### config.mk
export PLATFORM = sky130hd
export DESIGN_NAME = raster_sync_gen
export DESIGN_NICKNAME = d
export VERILOG_FILES = /design/src/rtl/rsg_pkg.sv /design/src/rtl/rsg_pix_tick.sv /design/src/rtl/rsg_line_timer.sv /design/src/rtl/rsg_frame_ctr.sv /design/src/rtl/raster_sync_gen.sv
export SDC_FILE = /design/constraint.sdc
export NUM_CORES = 1
export LEC_CHECK = 0
export ABC_AREA = 1
export BUFFER_PORTS_ARGS = -buffer_cell sky130_fd_sc_hd__buf_4
export CAP_MARGIN = 20
export CORE_ASPECT_RATIO = 1.4
export CORE_UTILIZATION = 35
export DETAILED_ROUTE_END_ITERATION = 6
export GPL_TIMING_DRIVEN = 0
export PLACE_DENSITY_LB_ADDON = 0.1
export SLEW_MARGIN = 5
export SYNTH_ARGS = -nofsm -noshare
export SYNTH_HDL_FRONTEND = slang
export SYNTH_SLANG_ARGS = --single-unit
### constraint.sdc
create_clock -name clk -period 4.7 [get_ports clk]
set_input_delay 0 -clock clk [delete_from_list [all_inputs] [get_ports clk]]
set_output_delay 0 -clock clk [all_outputs]
set_load 0.02 [all_outputs]
### src/rtl/rsg_pkg.sv
package rsg_pkg;
   typedef enum logic {
      RATE_HALF = 1'b0,
      RATE_FULL = 1'b1
   } rate_e;

   function automatic int unsigned ticks_per_line(input int unsigned htot, input bit ilace);
      int unsigned s;
      s = ilace ? 2 : 1;
      return (htot + s) / s;
   endfunction
endpackage

### src/rtl/rsg_pix_tick.sv
module rsg_pix_tick #(
   parameter int unsigned DIV = 2
) (
   input  logic clk,
   input  logic rst,
   input  logic full_rate,
   input  logic restart,
   output logic tick
);
   localparam int unsigned CW = (DIV > 1) ? $clog2(DIV) : 1;
   localparam logic [CW-1:0] LAST = CW'(DIV - 1);

   logic [CW-1:0] phase;

   generate
      if (DIV < 2) begin : g_bad_div
         $error("rsg_pix_tick: DIV must be at least 2");
      end
   endgenerate

   always_ff @(posedge clk) begin
      if (rst || restart)    phase <= '0;
      else if (phase == LAST) phase <= '0;
      else                   phase <= phase + 1'b1;
   end

   assign tick = (full_rate == rsg_pkg::RATE_FULL) || (phase == LAST);
endmodule

### src/rtl/rsg_line_timer.sv
module rsg_line_timer #(
   parameter int unsigned HW          = 10,
   parameter bit          INTERLACE_EN = 1'b1
) (
   input  logic          clk,
   input  logic          rst,
   input  logic          tick,
   input  logic [HW-1:0] htotal,
   input  logic          interlace,
   output logic          line_done
);
   logic [HW-1:0] hpos;
   logic [HW:0]   step;
   logic [HW:0]   sum;

   generate
      if (INTERLACE_EN) begin : g_step_var
         assign step = interlace ? (HW+1)'(2) : (HW+1)'(1);
      end else begin : g_step_one
         assign step = (HW+1)'(1);
      end
   endgenerate

   assign sum       = {1'b0, hpos} + step;
   assign line_done = tick && (sum > {1'b0, htotal});

   always_ff @(posedge clk) begin
      if (rst || line_done) hpos <= '0;
      else if (tick)        hpos <= sum[HW-1:0];
   end
endmodule

### src/rtl/rsg_frame_ctr.sv
module rsg_frame_ctr #(
   parameter int unsigned VW          = 10,
   parameter bit          INTERLACE_EN = 1'b1
) (
   input  logic          clk,
   input  logic          rst,
   input  logic          line_done,
   input  logic [VW-1:0] vtotal,
   input  logic [VW-1:0] irq1_line,
   input  logic [VW-1:0] irq2_line,
   input  logic [VW-1:0] blank_on,
   input  logic [VW-1:0] blank_off,
   input  logic          ilace_next,
   output logic [VW-1:0] line,
   output logic          blank,
   output logic          field,
   output logic          irq1,
   output logic          irq2,
   output logic          fstart,
   output logic          wrap
);
   logic [VW-1:0] next_line;

   assign next_line = (line == vtotal) ? '0 : line + 1'b1;
   assign wrap      = line_done && (line == vtotal);

   always_ff @(posedge clk) begin
      if (rst) begin
         line   <= '0;
         blank  <= 1'b0;
         irq1   <= 1'b0;
         irq2   <= 1'b0;
         fstart <= 1'b0;
      end else begin
         irq1   <= line_done && (next_line == irq1_line);
         irq2   <= line_done && (next_line == irq2_line);
         fstart <= wrap;
         if (line_done) begin
            line <= next_line;
            if (next_line == blank_on)       blank <= 1'b1;
            else if (next_line == blank_off) blank <= 1'b0;
         end
      end
   end

   generate
      if (INTERLACE_EN) begin : g_field
         always_ff @(posedge clk) begin
            if (rst)       field <= 1'b0;
            else if (wrap) field <= ilace_next ? ~field : 1'b0;
         end
      end else begin : g_no_field
         assign field = 1'b0;
      end
   endgenerate
endmodule

### src/rtl/raster_sync_gen.sv
module raster_sync_gen #(
   parameter int unsigned HW           = 10,
   parameter int unsigned VW           = 10,
   parameter int unsigned HALF_DIV     = 2,
   parameter bit          INTERLACE_EN = 1'b1
) (
   input  logic          clk,
   input  logic          rst,
   input  logic [HW-1:0] cfg_htotal,
   input  logic [VW-1:0] cfg_vtotal,
   input  logic          cfg_full_rate,
   input  logic          cfg_interlace,
   input  logic [VW-1:0] cfg_irq1_line,
   input  logic [VW-1:0] cfg_irq2_line,
   input  logic [VW-1:0] cfg_blank_on,
   input  logic [VW-1:0] cfg_blank_off,
   output logic [VW+1:0] status,
   output logic          scan_irq1,
   output logic          scan_irq2,
   output logic          frame_start
);
   localparam int unsigned SW = VW + 2;

   generate
      if (HW < 2 || VW < 2) begin : g_bad_width
         $error("raster_sync_gen: HW and VW must be at least 2");
      end
   endgenerate

   logic [HW-1:0] sh_htotal;
   logic [VW-1:0] sh_vtotal, sh_irq1, sh_irq2, sh_bon, sh_boff;
   logic          sh_full, sh_ilace;
   logic          pix_tick, line_done, frame_wrap;
   logic [VW-1:0] line;
   logic          blank, field;

   always_ff @(posedge clk) begin
      if (rst || frame_wrap) begin
         sh_htotal <= cfg_htotal;
         sh_vtotal <= cfg_vtotal;
         sh_full   <= cfg_full_rate;
         sh_ilace  <= INTERLACE_EN ? cfg_interlace : 1'b0;
         sh_irq1   <= cfg_irq1_line;
         sh_irq2   <= cfg_irq2_line;
         sh_bon    <= cfg_blank_on;
         sh_boff   <= cfg_blank_off;
      end
   end

   rsg_pix_tick #(.DIV(HALF_DIV)) u_tick (
      .clk       (clk),
      .rst       (rst),
      .full_rate (sh_full),
      .restart   (frame_wrap),
      .tick      (pix_tick)
   );

   rsg_line_timer #(.HW(HW), .INTERLACE_EN(INTERLACE_EN)) u_line (
      .clk       (clk),
      .rst       (rst),
      .tick      (pix_tick),
      .htotal    (sh_htotal),
      .interlace (sh_ilace),
      .line_done (line_done)
   );

   rsg_frame_ctr #(.VW(VW), .INTERLACE_EN(INTERLACE_EN)) u_frame (
      .clk        (clk),
      .rst        (rst),
      .line_done  (line_done),
      .vtotal     (sh_vtotal),
      .irq1_line  (sh_irq1),
      .irq2_line  (sh_irq2),
      .blank_on   (sh_bon),
      .blank_off  (sh_boff),
      .ilace_next (cfg_interlace),
      .line       (line),
      .blank      (blank),
      .field      (field),
      .irq1       (scan_irq1),
      .irq2       (scan_irq2),
      .fstart     (frame_start),
      .wrap       (frame_wrap)
   );

   assign status = SW'({field, blank, line});
endmodule

==> results.md, run 1 <==
Outcome:
- The flow ran to the end, and the final reports show no timing, DRC or antenna violations.

Finish:
- The area of the multi-input gates is 1660 um2.
- The number of antenna diodes is 0.
- The library cells used most frequently in the layout, excluding fill and tap cells, are 114 x sky130_fd_sc_hd__nand2_1, 81 x sky130_fd_sc_hd__buf_4, 63 x sky130_fd_sc_hd__dlygate4sd3_1.
- Relative to the synthesized area, the layout overhead comes to 39.1%.
- The layout cell share with drive strength beyond 1 is about 20%.
- The layout has around 1100 filler cells.
- The net total in the final layout is 678.
- The area used by sequential logic in the layout is ~2400 um2.
- The library cell used most frequently in the layout, excluding fill and tap cells, is sky130_fd_sc_hd__nand2_1.

Critical path:
- The maximum single-stage delay on the critical path is 0.63 ns.
- The critical path required time is around 4.7 ns.
- The reg2reg setup slack is between 0.8 and 0.9 ns.
- The slowest stage of the critical path belongs to the cell sky130_fd_sc_hd__nand2_4.
- The critical path is of the flip-flop to flip-flop type.
- The critical path goes through inv_1, ha_1, fa_1, nand3_2, nor2_4, a21oi_1, a21oi_1, ha_1, nand2_1, nand3b_1, nand3b_1, nand2_1, nand3_4, or2_4, nand2_4.
- The count of buffer and inverter cells on the critical path is 1.
- The kind of start point of the critical path is a flip-flop.
- The arrival time reported for the critical path endpoint is 3.86 ns.
- The worst setup path is captured at a flip-flop.
- The reg-to-reg critical path endpoint is sh_vtotal[3]$_DFFE_PP_.
- Along the worst path, the maximum fanout reaches 64.
- The startpoint identified for the worst register-to-register timing path is sh_ilace$_DFFE_PP_.
- The number of logic stages on the critical path including buffering is 15.
- Broken down by cell family, the worst path's largest delay share belongs to simple AND/OR/NAND/NOR gates.
- The path depth of the worst reg2reg path is 15.

Global routing:
- The number of global-route vias before repair was around 3500.
- The layer flagged by global routing as most heavily used is met2.
- Global routing used 32.1% of the available met2 tracks.
- The initial antenna violation count came to 0.
- Entering global routing, the biggest net connects between 60 and 70 pins.
- The met3 demand-to-capacity share in global routing is 3.48%.
- Global routing consumed, over all layers together, between 10% and 20% of the routing resources.
- The first-pass GRT wire length is between 15 and 20 mm.
- For this run, global-route usage on met1 was measured as between 10% and 20%.
- After global routing the overflow that remains totals 0.

Clocking:
- The clock tree root driver cell is sky130_fd_sc_hd__clkbuf_16.
- The tree built by TritonCTS fans out to 88 sinks.
- The CTS tree is built.
- The count of buffers added by post-CTS timing repair for setup is 0.
- The maximum level of the CTS H-tree is 3.
- Counting along the longest clock path gives a buffer depth of 2.
- TritonCTS created 9 clock buffers.
- The clock transition at the register clock pins on the worst setup and hold paths after CTS is about 0.07 ns.
- Clock latency on the worst-skew pair, taken at its later pin, is ~0.34 ns.
- The count of cells resized by post-cts repair is 0.

STA:
- The final number of setup-violating endpoints is 0.
- Measured against its own limit, the worst slew margin works out to between 40 and 50%.
- Setup repair after global routing left no endpoint under its margin.
- The worst clock skew on the final layout is 0.0114 ns.
- The top achievable clock speed is 0.257 GHz.
- Of the available clock period, the critical path in the final layout requires 82.9%.
- For the pin with the worst max-slew slack, the measured transition is 0.851 ns.
- The number of pins exceeding their max-slew limit in the final report is 0.
- Across all setup checks in the final design, the least slack found is around 0.8 ns.
- The count of endpoints failing hold in the final timing report is 0.
- The smallest hold slack is ~0.36 ns.
- For the final routed database, the setup TNS stands at 0 ns.
- The shortest period the worst path allows is a little under 4 ns.

Worst hold path:
- The startpoint identified for the worst hold timing path is cfg_irq2_line[8].
- For hold timing, the worst endpoint is sh_irq2[8]$_DFFE_PP_.
- The worst hold path passes through 2 cells.
- The class of the worst hold path is primary input to flip-flop.

Synth:
- The number of instances in the synthesized netlist is 448.
- The cell area that synthesis handed to floorplanning was roughly 4300 um2.
- After synthesis, the mean cell area works out to 9.64 um2.
- The netlist uses 37 different library cells.
- The share of the Yosys chip area taken by registers is between 50 and 60%.
- The number of synthesized register bits is 88.
- Counting every net in the synthesized netlist gives approximately 530.
- The Yosys step of the flow raised 0 warnings.

Place:
- Input and output buffers added on the ports amount to 78.
- Summed over all nets, the half-perimeter wirelength after detailed placement is approximately 7.0 mm.
- Before CTS, the worst setup slack after placement is 0.792 ns.
- The congestion estimate from routability-driven global placement came to a little under 0.8.

Power:
- The worst voltage drop across the vdd grid is 0.182 mV.
- For this design the static power due to leakage is about 2.6 nW.
- Power spread over the standard cell area amounts to 302 nW/um2.

Detailed routing:
- The post-detailed-route via-to-cell ratio is approximately 4.6.
- Dividing the detail-routed wire length by the instance count gives about 13 um.
- For this run, design rule violations remaining after detail routing come to 0.
- In this run, the number of DRC markers left after iteration 0 of detailed routing was between 150 and 200.
- The first-pass iteration count of the detailed router is 4.
- The overall routed net length is 10.0 mm.
- The final route contains between 3000 and 4000 vias.
- The post-detailed-route count of antenna-violating nets is 0.

Die:
- The placeable core area is roughly 12000 um2.
- The area enclosed by the die boundary is 12800 um2.
- 79 I/O pins were placed.
- In this run the vertical extent of the chip is 133 um.
- The horizontal extent of the die is about 96 um.
- The initial core utilization is around 36%.
- The count of standard-cell rows is 47.

Flow run:
- Max-cap violations in this run came to 0.
-- cell families after synthesis --
| group | share of synthesized area (%) |
|---|---|
| flip-flops | 55.2 |
| AO/OA/AOI/OAI | 6.64 |
| XOR/XNOR | 5.28 |
| adder cells (fa/ha/maj) | 4.23 |
| buffers and inverters | 6.55 |
| AND/OR/NAND/NOR | 22.1 |
-- worst max-delay path by stage --
stage / start / endpoint / slack (ns)
2_1_floorplan: sh_ilace$_DFFE_PP_ / sh_boff[0]$_DFFE_PP_ / 0.36
3_3_place_gp: sh_ilace$_DFFE_PP_ / sh_vtotal[3]$_DFFE_PP_ / -0.54
3_5_place_dp: sh_ilace$_DFFE_PP_ / sh_vtotal[3]$_DFFE_PP_ / 0.79
4_1_cts: sh_ilace$_DFFE_PP_ / sh_bon[6]$_DFFE_PP_ / 0.75
5_1_grt: sh_ilace$_DFFE_PP_ / sh_vtotal[3]$_DFFE_PP_ / 0.52
6_report: sh_ilace$_DFFE_PP_ / sh_vtotal[3]$_DFFE_PP_ / 0.80
-- report_power, final --
part,switching [W],internal (W)
sequential,0.0000243,0.000874
combinational,0.000109,0.000122
clock,0.000311,0.000375
total,0.000445,0.00137
-- synth_stat cells --
cell | count | area [um2]
sky130_fd_sc_hd__fa_1 | 1 | 20.0
sky130_fd_sc_hd__inv_2 | 2 | 7.51
sky130_fd_sc_hd__o21a_1 | 1 | 7.51
sky130_fd_sc_hd__nor3_1 | 1 | 5.00
sky130_fd_sc_hd__clkbuf_1 | 1 | 3.75
sky130_fd_sc_hd__ha_1 | 13 | 163
sky130_fd_sc_hd__clkbuf_2 | 1 | 5.00
sky130_fd_sc_hd__or2_2 | 1 | 6.26
sky130_fd_sc_hd__nand4_1 | 7 | 43.8
sky130_fd_sc_hd__nand3_2 | 3 | 30.0
sky130_fd_sc_hd__a211oi_1 | 6 | 45.0
sky130_fd_sc_hd__nand2_1 | 115 | 432
sky130_fd_sc_hd__a21oi_2 | 1 | 8.76
sky130_fd_sc_hd__nor3_2 | 1 | 10.0
sky130_fd_sc_hd__nor2_1 | 29 | 109
sky130_fd_sc_hd__xnor2_1 | 11 | 96.3
sky130_fd_sc_hd__dfxtp_1 | 26 | 521
sky130_fd_sc_hd__edfxtp_1 | 62 | 1860
sky130_fd_sc_hd__nand2_4 | 2 | 22.5
sky130_fd_sc_hd__nand2_2 | 1 | 6.26
sky130_fd_sc_hd__a21oi_1 | 24 | 120
sky130_fd_sc_hd__inv_1 | 55 | 206
sky130_fd_sc_hd__o21ai_2 | 1 | 8.76
sky130_fd_sc_hd__nor2_2 | 4 | 25.0
sky130_fd_sc_hd__or2_4 | 1 | 8.76
sky130_fd_sc_hd__nor2_4 | 2 | 22.5
sky130_fd_sc_hd__nand3b_1 | 11 | 82.6
sky130_fd_sc_hd__o211ai_1 | 1 | 7.51
sky130_fd_sc_hd__buf_6 | 3 | 33.8
sky130_fd_sc_hd__clkinv_1 | 1 | 3.75
sky130_fd_sc_hd__or2_1 | 1 | 6.26
sky130_fd_sc_hd__buf_4 | 3 | 22.5
sky130_fd_sc_hd__o21ai_0 | 14 | 70.1
sky130_fd_sc_hd__nand3_1 | 22 | 110
sky130_fd_sc_hd__xor2_1 | 15 | 131
sky130_fd_sc_hd__nand3_4 | 2 | 35.0
sky130_fd_sc_hd__o22ai_1 | 3 | 18.8
-- flip-flops by register name, summed over array words and instances, names as in the netlist --
register,cells
sh_irq1,10
sh_vtotal,10
u_frame.line,10
u_frame.irq2,1
sh_htotal,10
u_frame.blank,1
u_line.hpos,10
sh_boff,10
u_frame.field,1
sh_bon,10
sh_irq2,10
u_frame.irq1,1
sh_ilace,1
u_frame.fstart,1
u_tick.phase,1
sh_full,1
-- through the flow --
step	total power, W	cell area [um2]	std cells	utilization [%]
CTS	0.00183	6000	752	50.3
finish	0.00182	6000	752	50.3
global placement	0.00110	5090	673	42.6
global route	0.00190	6000	752	50.3
floorplan	0.00102	4320	448	-
detailed placement	0.00111	5090	673	42.7
-- what timing repair did --
action | 4_1_cts | 5_1_grt
hold buffers | 63 | 0
setup endpoints to repair | 0 | 0
endpoints found under the hold margin | 65 | 0
-- final cells by class --
class	instances	area share [%]
plain buffers	8	1.08
clock buffers	10	3.98
clock inverters	6	0.688
inverters	58	3.63
multi-input cells	294	27.6
flip-flops and latches	88	39.7
well taps	147	3.06
repair buffers	141	20.3
-- per-layer routing --
| metal | up-vias | routed length, um |
|---|---|---|
| met2 | 55 | 5470 |
| met4 | 0 | 212 |
| met3 | 13 | 244 |
| li1 | 1790 | - |
| met5 | - | 0 |
| met1 | 1573 | 4110 |
Power figures use the tool's default switching activity.
==> run 2: changes to the inputs <==
--- a/config.mk
+++ b/config.mk
@@ -5,7 +5,7 @@
 export SDC_FILE = /design/constraint.sdc
 export NUM_CORES = 1
 export LEC_CHECK = 0
-export ABC_AREA = 1
+export ABC_AREA = 0
 export BUFFER_PORTS_ARGS = -buffer_cell sky130_fd_sc_hd__buf_4
 export CAP_MARGIN = 20
 export CORE_ASPECT_RATIO = 1.4
==> constraint.sdc (replaced) <==
create_clock -name clk -period 3.4 [get_ports clk]
set_input_delay 0 -clock clk [delete_from_list [all_inputs] [get_ports clk]]
set_output_delay 0 -clock clk [all_outputs]
set_load 0.02 [all_outputs]
==> results.md, run 2 <==
Outcome:
- The flow ran to the end, but the final reports show violations.
- The checks that failed: setup timing.

Clocking:
- The clock transition at the register clock pins on the worst setup and hold paths after CTS is around 0.070 ns.
- The number of CTS-inserted buffers is 9.
- TritonCTS built the clock tree.
- At the later pin of the worst-skew pair, clock insertion delay measures 0.34 ns.
- In this run the number of H-tree levels came out at 3.
- CTS placed an instance of sky130_fd_sc_hd__clkbuf_16 at the clock tree root.
- The maximum buffer depth of the clock tree is 2.
- For this design, the sink count on the clock tree is between 80 and 90.

Detailed routing:
- The first detailed-routing pass ran for 4 iterations.
- In the final routed layout, each cell accounts on average for 17.2 um.
- The post-detailed-route via-to-cell ratio is ~5.2.
- The count of unresolved DRC violations after routing is 0.
- The routed design has between 10 and 15 mm of wire.
- Across all layers, the routed design uses 3801 vias.
- The starting DRC count in detailed routing is roughly 170.
- The post-detailed-route count of antenna-violating nets is 0.

Worst hold path:
- The tightest min-delay check is of the primary input to flip-flop type.

Power:
- In this run the static leakage power is roughly 2.6 nW.
- The worst voltage drop across the vdd grid is between 0.2 and 0.25 mV.
- The power density of the placed cells is ~380 nW/um2.

Finish:
- The repair_antennas step left the layout with diodes totalling 0.
- The finished cells cover around 6700 um2.
- The area growth from synthesis to layout is 46.5%.
- The net total in the final layout is 652.
- In the layout the commonest cells are 90 x sky130_fd_sc_hd__buf_4, 63 x sky130_fd_sc_hd__dlygate4sd3_1, 62 x sky130_fd_sc_hd__edfxtp_1.
- At the end of the flow the core is filled with cells to about 52%.
- The filler cells instantiated in the layout total around 1200.
- For this run, the number of standard cells in the final layout without fillers is 732.
- The leading cell type in the layout, fill and taps excluded is sky130_fd_sc_hd__buf_4.
- The post-route netlist has between 20% and 30% of its cells at a drive strength greater than 1.

Die:
- The initial core utilization is between 30% and 40%.
- The floorplan step set the die height to 137 um.
- The die is roughly 99 um wide.
- In this run the count of I/O pins placed on the die edge is slightly below 80.
- The count of standard-cell rows is 49.
- The placeable core area is about 13000 um2.
- The die covers about 14000 um2.

Place:
- The half-perimeter wire length after placement is ~8.3 mm.
- After detailed placement, the total cell area comes to about 5400 um2.
- The count of placed standard cells including taps is roughly 630.
- The number of buffers inserted by port buffering is between 70 and 80.
- The minimum setup slack after placement is -0.808 ns.
- The final weighted congestion of routability-driven global placement is about 0.81.

Synth:
- After Yosys synthesis, and, or, nand and nor cells account for a little under a fifth of the synthesized area.
- The library cell with the highest instance count after synthesis is sky130_fd_sc_hd__edfxtp_1.
- The adder-cell share of the synthesized area is roughly 4%.
- The combined area of all synthesized cells is roughly 4600 um2.
- The total nets after synthesis is around 480.
- The number of instances in the synthesized netlist is a little over 400.
- The dominant combinational cell family by area after synthesis is simple AND/OR/NAND/NOR gates.
- Yosys mapped the design onto 64 distinct sky130hd cell types.
- Ranked by instance count, the synthesized netlist is headed by 62 x sky130_fd_sc_hd__edfxtp_1, 38 x sky130_fd_sc_hd__nor2_1, 30 x sky130_fd_sc_hd__xor2_1, 26 x sky130_fd_sc_hd__dfxtp_1, 22 x sky130_fd_sc_hd__xnor2_1.
- The most used flip-flop cell after synthesis is sky130_fd_sc_hd__edfxtp_1.
- Yosys attributes the largest share of cell area to sky130_fd_sc_hd__edfxtp_1 41%, sky130_fd_sc_hd__dfxtp_1 11%, sky130_fd_sc_hd__xor2_1 5.8%.
- In the synthesized netlist, mux cells make up less than 1% of the area.
- Synthesis inferred 88 register bits.
- The total number of yosys warnings is 0.
- The share of synthesized area in the top cell type comes to between 40 and 50%.
- The number of synthesized flops with an enable pin is 62.
- The biggest area contributor in the post-synthesis netlist is sky130_fd_sc_hd__edfxtp_1.
- The synthesized netlist devotes between 10% and 20% of its cell area to compound gates.
- The mean cell area of the mapped netlist is roughly 11 um2.
- Counting flops with an async set or reset pin after synthesis yields a share of 0%.
- The sequential share of the synthesized area is ~52%.
- The synthesized netlist devotes 10.5% of its cell area to XOR and XNOR gates.

STA:
- Across the routed clock network, the largest skew measured is about 0.011 ns.
- The final setup slack of the worst path is -0.0237 ns.
- The tightest slew margin relative to the limit is 39.5%.
- Setup repair after global routing could not meet its margin everywhere.
- Setup violations remaining at the end of the flow were counted as 24.
- The count of endpoints failing hold in the final timing report was 0.
- The shortest period the worst path allows is between 3 and 4 ns.
- The transition time at the pin with the least slew margin is 0.902 ns.
- The worst path uses 101% of the clock period.
- The top achievable clock speed is roughly 0.3 GHz.
- The number of pins exceeding their max-slew limit in the final report came to 0.

Critical path:
- The peak fanout along the critical path is 10.
- The setup path with the least slack is of type flip-flop to flip-flop.
- The slowest stage cell on the critical path is sky130_fd_sc_hd__edfxtp_1.
- The maximum single-stage delay on the critical path is between 0.3 and 0.4 ns.
- The kind of capture point of the worst setup path is a flip-flop.
- The dominant cell type by count on the critical path is sky130_fd_sc_hd__and3_4.
- The arrival time reported for the critical path endpoint is 3.48 ns.
- The critical path goes through inv_2, ha_4, fa_2, and3_4, and3_4, xor2_2, ha_1, nand4_1, nor3_4, buf_4, o41ai_4, buf_6, nand2_8, nand2b_4, buf_12.
- The cell class contributing the biggest share of worst-path delay is simple AND/OR/NAND/NOR gates.
- Counting both buffers and inverters, the worst setup path holds a total of 4.
- The worst setup path is launched from a flip-flop.
- At the worst endpoint, the required time is around 3.5 ns.

Global routing:
- The first global-routing pass estimated 19.5 mm of wire.
- Across every metal layer, demand over resource in global routing totals between 10% and 20%.
- The initial antenna violation count is 0.
- The total overflow left after global routing is 0.
- The maximum number of pins on one net before global-route repair is 15.
- The number of global-route vias before repair is slightly below 4000.

Flow run:
- The tool flagged a number of max-cap violations equal to 0.
## run 2: final timing paths
| check | from | end | slack (ns) | cells after the start |
|---|---|---|---|---|
| max | sh_ilace$_DFFE_PP_ | sh_bon[1]$_DFFE_PP_ | -0.02 | 15 |
| min | cfg_irq1_line[7] | sh_irq1[7]$_DFFE_PP_ | 0.37 | 2 |
| max reg2reg | sh_ilace$_DFFE_PP_ | sh_bon[1]$_DFFE_PP_ | -0.02 | 15 |
| min reg2reg | u_tick.phase$_SDFF_PP0_ | u_tick.phase$_SDFF_PP0_ | 0.42 | 1 |
## run 2: logic make-up (layout without fill, tap and decap cells)
| group | after synthesis | in the layout |
|---|---|---|
| mux | 4 | 4 |
| compound gates | 69 | 69 |
| buf+inv | 33 | 204 |
| xor+xnor | 53 | 53 |
| simple gates | 142 | 147 |
| flops | 88 | 88 |
| fa+ha+maj | 14 | 14 |
## run 2: timing repair
item                                    CTS  global route
hold buffers                             63             0
gates cloned                              5             0
resized for setup                        27             9
endpoints found under the setup margin   88            87
setup buffers                            14             2
endpoints found under the hold margin    64             0
pin swaps                                10             9
## run 2: power by group
group	internal, W	switching (W)	total [W]
clock network	0.000645	0.000412	0.00106
logic	0.000158	0.000101	0.000259
registers	0.00120	0.0000337	0.00123
## run 2: layer usage
layer | up-vias | wire length [um] | track usage [%]
li1 | 1843 | - | -
met1 | 1847 | 4880 | 20.8
met2 | 93 | 6860 | 37.2
met3 | 18 | 483 | 2.79
met4 | 0 | 341 | 8.96
met5 | - | 0 | 0
## run 2: final cells by class
class,count,area [um2],share of cell area (%)
clock buffer,11,233,3.48
buffer,19,126,1.89
inverter,13,48.8,0.729
tap,153,191,2.86
multi-input combinational,287,2240,33.5
clock inverter,5,81.3,1.22
sequential,88,2380,35.6
timing repair buffer,156,1390,20.8
## run 2: through the flow
step	setup TNS (ns)	power, W	hold slack (ns)
global route	-8.18	0.00264	0.368
finish	-0.337	0.00255	0.372
detailed placement	-58.61	0.00143	0.179
global placement	-55.92	0.00142	0.178
floorplan	-12.41	0.00133	0.0691
CTS	0	0.00256	0.369
